## config.mk

```make
export PLATFORM = sky130hd
export DESIGN_NAME = simd_lane_alu
export DESIGN_NICKNAME = d
export VERILOG_FILES = /design/src/rtl/simd_alu_pkg.sv /design/src/rtl/simd_op_decode.sv /design/src/rtl/simd_wrap_add.sv /design/src/rtl/simd_cmp_lanes.sv /design/src/rtl/simd_lane_alu.sv
export SDC_FILE = /design/constraint.sdc
export NUM_CORES = 1
export LEC_CHECK = 0
export ABC_AREA = 1
export BUFFER_PORTS_ARGS = -buffer_cell sky130_fd_sc_hd__buf_2
export CORE_ASPECT_RATIO = 0.8
export CORE_UTILIZATION = 57
export CTS_BUF_LIST = sky130_fd_sc_hd__clkbuf_8
export DETAILED_ROUTE_END_ITERATION = 16
export PLACE_DENSITY = 0.84
export SYNTH_ARGS = -nofsm -noshare
export SYNTH_HDL_FRONTEND = slang
export SYNTH_SLANG_ARGS = --single-unit
```

## constraint.sdc

```tcl
create_clock -name clk -period 3.9 [get_ports clk]
set_input_delay 0.39 -clock clk [delete_from_list [all_inputs] [get_ports clk]]
set_output_delay 0.39 -clock clk [all_outputs]
set_load 0.005 [all_outputs]
```

## src/rtl/simd_alu_pkg.sv

```systemverilog
package simd_alu_pkg;

    typedef enum logic [3:0] {
        OP_ADDW,
        OP_AND,
        OP_ANDN,
        OP_EQB,
        OP_EQW,
        OP_EQD,
        OP_GTB,
        OP_GTW,
        OP_GTD
    } simd_op_e;

    localparam logic [7:0] OPC_ADDW = 8'hFD;
    localparam logic [7:0] OPC_AND  = 8'hDB;
    localparam logic [7:0] OPC_ANDN = 8'hDF;
    localparam logic [7:0] OPC_EQB  = 8'h74;
    localparam logic [7:0] OPC_EQW  = 8'h75;
    localparam logic [7:0] OPC_EQD  = 8'h76;
    localparam logic [7:0] OPC_GTB  = 8'h64;
    localparam logic [7:0] OPC_GTW  = 8'h65;
    localparam logic [7:0] OPC_GTD  = 8'h66;

    localparam logic [1:0] MODE_REG = 2'b11;

endpackage

```

## src/rtl/simd_op_decode.sv

```systemverilog
module simd_op_decode
    import simd_alu_pkg::*;
(
    input  logic [7:0] opc_byte,
    output simd_op_e   op,
    output logic       legal
);
    always_comb begin
        op    = OP_AND;
        legal = 1'b1;
        case (opc_byte)
            OPC_ADDW: op = OP_ADDW;
            OPC_AND:  op = OP_AND;
            OPC_ANDN: op = OP_ANDN;
            OPC_EQB:  op = OP_EQB;
            OPC_EQW:  op = OP_EQW;
            OPC_EQD:  op = OP_EQD;
            OPC_GTB:  op = OP_GTB;
            OPC_GTW:  op = OP_GTW;
            OPC_GTD:  op = OP_GTD;
            default:  legal = 1'b0;
        endcase
    end
endmodule

```

## src/rtl/simd_wrap_add.sv

```systemverilog
module simd_wrap_add #(
    parameter int DATA_W = 64,
    parameter int LANE_W = 16
) (
    input  logic [DATA_W-1:0] a,
    input  logic [DATA_W-1:0] b,
    output logic [DATA_W-1:0] sum
);
    localparam int LANES = DATA_W / LANE_W;

    for (genvar i = 0; i < LANES; i++) begin : g_lane
        assign sum[i*LANE_W +: LANE_W] = a[i*LANE_W +: LANE_W] + b[i*LANE_W +: LANE_W];
    end
endmodule

```

## src/rtl/simd_cmp_lanes.sv

```systemverilog
module simd_cmp_lanes #(
    parameter int DATA_W = 64,
    parameter int ELEM_W = 8
) (
    input  logic [DATA_W-1:0] a,
    input  logic [DATA_W-1:0] b,
    output logic [DATA_W-1:0] eq_mask,
    output logic [DATA_W-1:0] gt_mask
);
    localparam int ELEMS = DATA_W / ELEM_W;

    for (genvar i = 0; i < ELEMS; i++) begin : g_elem
        logic signed [ELEM_W-1:0] ea;
        logic signed [ELEM_W-1:0] eb;
        assign ea = a[i*ELEM_W +: ELEM_W];
        assign eb = b[i*ELEM_W +: ELEM_W];
        assign eq_mask[i*ELEM_W +: ELEM_W] = {ELEM_W{ea == eb}};
        assign gt_mask[i*ELEM_W +: ELEM_W] = {ELEM_W{ea > eb}};
    end
endmodule

```

## src/rtl/simd_lane_alu.sv

```systemverilog
module simd_lane_alu
    import simd_alu_pkg::*;
#(
    parameter int DATA_W = 64,
    parameter int ADD_W  = 16
) (
    input  logic              clk,
    input  logic              rst,
    input  logic              in_valid,
    input  logic [7:0]        opc_byte,
    input  logic [1:0]        modrm_mod,
    input  logic [DATA_W-1:0] dst_val,
    input  logic [DATA_W-1:0] reg_src,
    input  logic [DATA_W-1:0] mem_src,
    output logic              out_valid,
    output logic              out_illegal,
    output logic [DATA_W-1:0] out_result
);
    localparam int N_SIZES = 3;

    typedef struct packed {
        logic              vld;
        logic              ill;
        logic [DATA_W-1:0] res;
    } stage_t;

    stage_t   state_d, state_q;
    simd_op_e op_sel;
    logic     op_legal;

    logic [DATA_W-1:0] src_opnd;
    logic [DATA_W-1:0] add_res;
    logic [DATA_W-1:0] eq_res [N_SIZES];
    logic [DATA_W-1:0] gt_res [N_SIZES];
    logic [DATA_W-1:0] alu_res;

    assign src_opnd = (modrm_mod == MODE_REG) ? reg_src : mem_src;

    simd_op_decode dec_i (
        .opc_byte (opc_byte),
        .op       (op_sel),
        .legal    (op_legal)
    );

    simd_wrap_add #(.DATA_W(DATA_W), .LANE_W(ADD_W)) add_i (
        .a   (dst_val),
        .b   (src_opnd),
        .sum (add_res)
    );

    // element sizes 8, 16, 32
    for (genvar s = 0; s < N_SIZES; s++) begin : g_cmp
        simd_cmp_lanes #(.DATA_W(DATA_W), .ELEM_W(8 << s)) cmp_i (
            .a       (dst_val),
            .b       (src_opnd),
            .eq_mask (eq_res[s]),
            .gt_mask (gt_res[s])
        );
    end

    always_comb begin
        case (op_sel)
            OP_ADDW: alu_res = add_res;
            OP_AND:  alu_res = dst_val & src_opnd;
            OP_ANDN: alu_res = ~dst_val & src_opnd;
            OP_EQB:  alu_res = eq_res[0];
            OP_EQW:  alu_res = eq_res[1];
            OP_EQD:  alu_res = eq_res[2];
            OP_GTB:  alu_res = gt_res[0];
            OP_GTW:  alu_res = gt_res[1];
            OP_GTD:  alu_res = gt_res[2];
            default: alu_res = '0;
        endcase
    end

    always_comb begin
        state_d     = state_q;
        state_d.vld = 1'b0;
        state_d.ill = 1'b0;
        if (in_valid) begin
            if (op_legal) begin
                state_d.vld = 1'b1;
                state_d.res = alu_res;
            end else begin
                state_d.ill = 1'b1;
            end
        end
    end

    always_ff @(posedge clk) begin
        if (rst) begin
            state_q <= '0;
        end else begin
            state_q <= state_d;
        end
    end

    assign out_valid   = state_q.vld;
    assign out_illegal = state_q.ill;
    assign out_result  = state_q.res;
endmodule

```

==> out/summary.log <==
qor: sta.clock_skew 0 ns
qor: floorplanning.dieHeight 128 µm
qor: drt.drc_errors 0
qor: setup_path.worst_setup_path_end_kind flop
qor: sta.worst_hold_slack 0.305 ns
qor: global_routing.grt_first_pass_wirelength 57.2 mm
qor: finish.final_cell_mix nand2_1 (580), buf_2 (270), inv_1 (264), nand3_1 (196), nor2_1 (161)
qor: synthesis.mappedNetlistNets 2325
qor: setup_path.crit_fanout 63
qor: sta.setup_viol 0
qor: clock_tree.cts.reportedPaths.clkPinSlew 0.08 ns
qor: placed_design.placed_area 0.0128 mm²
qor: drt.detailroute.via_count 13490
qor: clock_tree.clockRootBuffer clkbuf_8
qor: drt.drt-pass1-iter-count 5
qor: setup_path.critPathRequiredTime 4.17 ns
qor: clock_tree.post_cts.resized_instances 0
qor: sta.slew_headroom 37.3%
qor: placed_design.post-place-cells 2453
qor: setup_path.cp.arrival 3.45 ns
qor: sta.timing.final.crit_share 81.6%
qor: synthesis.yosysWarnings 0
qor: drt.drt_wl_total 35.7 mm
qor: synthesis.post_synth_instance_area 0.0113 mm²
qor: global_routing.largest_net_degree_at_the_start_of_global_routing 67
qor: synthesis.synth.top_cells.by_area nand2_1 (19%), ha_1 (16%), dfxtp_1 (12%)
qor: pwr.p_per_area 211 mW/mm²
qor: placed_design.pre_cts_slack 0.440 ns
qor: synthesis.cell_count_after_synthesis 1976
qor: global_routing.globalRoute.totalOverflow 0
qor: finish.layout-drive-gt1-share 16.2%
qor: floorplanning.ios 271
qor: hold_path.min-delay-path-class in2reg
qor: synthesis.yosys.area.top_type nand2_1
qor: sta.hold_violations 0
qor: sta.maxClockFrequency 314 MHz
qor: sta.finalMaxSlewViolations 0
qor: global_routing.globalRouteTotalUtil 33.8%
qor: global_routing.vias_in_the_first_global_route 11680
qor: pwr.power.static_leakage 7.48 nW
qor: clock_tree.cts_tree yes
qor: finish.most_frequent_standard_cell_in_the_layout_excluding_fill_and_tap_cells nand2_1
qor: drt.detail_route.wl_per_cell 14.5 µm
qor: placed_design.portBuffers 270
qor: clock_tree.cts_max_path_buffers 2
qor: sta.fin_setup_tns 0 ns
qor: synthesis.synth_sequential_area_ratio 11.7%
qor: synthesis.ys_seq_elements 66
qor: floorplanning.core_footprint 0.0192 mm²
qor: clock_tree.postCtsHoldBufs 0
qor: sta.fin_crit 3.18 ns
qor: global_routing.antenna_found_initial 0
qor: floorplanning.effective_utilization_at_floorplan 58.9%
qor: sta.timing_worst_slew_pin_value 0.940 ns
qor: clock_tree.ctsHtreeMaxLevel 3
qor: sta.layout_setup_ws 0.719 ns
qor: synthesis.syn_area_cell 5.72 µm²
qor: pwr.totalPowerFinal 2.76 mW
qor: floorplanning.dieArea 0.0204 mm²
qor: placed_design.routabilityCongestion 0.991
qor: setup_path.crit_type in2reg
qor: drt.drt_iter0_drc 1046
qor: pwr.peakVddDrop 0.000184 V
qor: finish.final_util 68.1%
qor: job.drv.max_cap_violation_count 0
qor: clock_tree.cts_num_sinks 66
qor: floorplanning.placement_rows 45
qor: clock_tree.clk-insertion-delay-late 0.34 ns
qor: finish.flow.area_growth_from_synthesis 15.7%
qor: setup_path.timing.critical_path.from_type input pin
qor: sta.rsz0062_at_grt no
qor: finish.antenna_cells 0
qor: synthesis.synth_top_cell_area_share 19.3%
qor: synthesis.yosys.cell_types.count 39
qor: finish.fin_nets 2555
qor: floorplanning.die-width 159 µm
qor: run_status.status finished, final reports clean
qor: drt.route.detailed.vias_per_inst 5.46
qor: clock_tree.cts-buffers-inserted 9
qor: placed_design.post-dp-hpwl 28.0 mm
qor: drt.route.antenna.remaining_nets 0
qor: finish.post-route-cell-area 0.0131 mm²
qor: finish.layoutNonFillerInstCount 2469
qor: clock_tree.cts_setup_buffers 0
## power by group
| part | total (mW) | leakage, nW | switching [mW] | internal (mW) |
|---|---|---|---|---|
| Clock | 0.739 | 0.120 | 0.309 | 0.431 |
| Sequential | 0.680 | 0.532 | 0.00283 | 0.678 |
| Combinational | 1.34 | 6.82 | 0.843 | 0.501 |
## logic make-up (layout without fill, tap and decap cells)
kind of cell | Yosys count | count (layout) | share of synthesized area, %
simple gates | 1100 | 1100 | 42.6
flops | 66 | 66 | 11.7
buf+inv | 344 | 579 | 12.2
xor+xnor | 64 | 64 | 4.96
fa+ha+maj | 144 | 144 | 16.2
mux | 6 | 6 | 0.598
compound gates | 252 | 252 | 11.8
## Yosys cell counts (all sizes together)
| library cell | n |
|---|---|
| a211oi | 1 |
| a21boi | 1 |
| a21o | 10 |
| a21oi | 137 |
| and2 | 4 |
| and3 | 5 |
| and3b | 1 |
| buf | 44 |
| clkbuf | 22 |
| clkinv | 1 |
| dfxtp | 66 |
| fa | 4 |
| ha | 140 |
| inv | 277 |
| mux2 | 6 |
| nand2 | 585 |
| nand3 | 201 |
| nand3b | 14 |
| nand4 | 90 |
| nor2 | 174 |
| nor3 | 13 |
| nor4 | 1 |
| o21a | 5 |
| o21ai | 93 |
| o21bai | 5 |
| or2 | 12 |
| xnor2 | 44 |
| xor2 | 20 |
## critical path, stage by stage
cell and delay (ns):
buf_2 0.10, nand2_4 0.07, buf_12 0.17, o21ai_0 0.32, ha_1 0.37, nor2_1 0.16, nand2_1 0.06, nor2_1 0.18
nand3_1 0.19, nor2_2 0.18, nand2_1 0.06, nand3_1 0.08, nand3_2 0.50, nand4_1 0.32, nand2_1 0.07, a21oi_1 0.15
## path summary, 6_finish.rpt
path,end,slack (ns),from,cells after the start
worst max-delay path,out_result[18]$_SDFFE_PP0P_,0.72,modrm_mod[0],16
worst min-delay path,out_illegal$_SDFF_PP0_,0.30,in_valid,3
worst max register to register,out_result[25]$_SDFFE_PP0P_,3.20,out_result[25]$_SDFFE_PP0P_,2
worst min register to register,out_result[16]$_SDFFE_PP0P_,0.46,out_result[16]$_SDFFE_PP0P_,2
## flip-flops by register name, summed over array words and instances (netlist names)
| signal | cells |
|---|---|
| out_result | 64 |
| out_illegal | 1 |
| out_valid | 1 |
## area by class of cell
type                    count  area, µm²
fillers                  1843       6130
clock inverters             7        124
inverters                 278       1040
multi-input cells        1566       8620
well taps                 258        323
repair buffers            285       1510
clock buffers               9        124
flip-flops and latches     66       1320
## layer usage
metal	GRT usage [%]	vias to the layer above	share of wire, %
met3	2.39	59	7.3
met1	47.4	5987	46
li1	-	6835	-
met4	9.50	0	2.5
met2	56.0	609	44
met5	0	-	0
No activity file was read; power rests on OpenSTA's default activity.
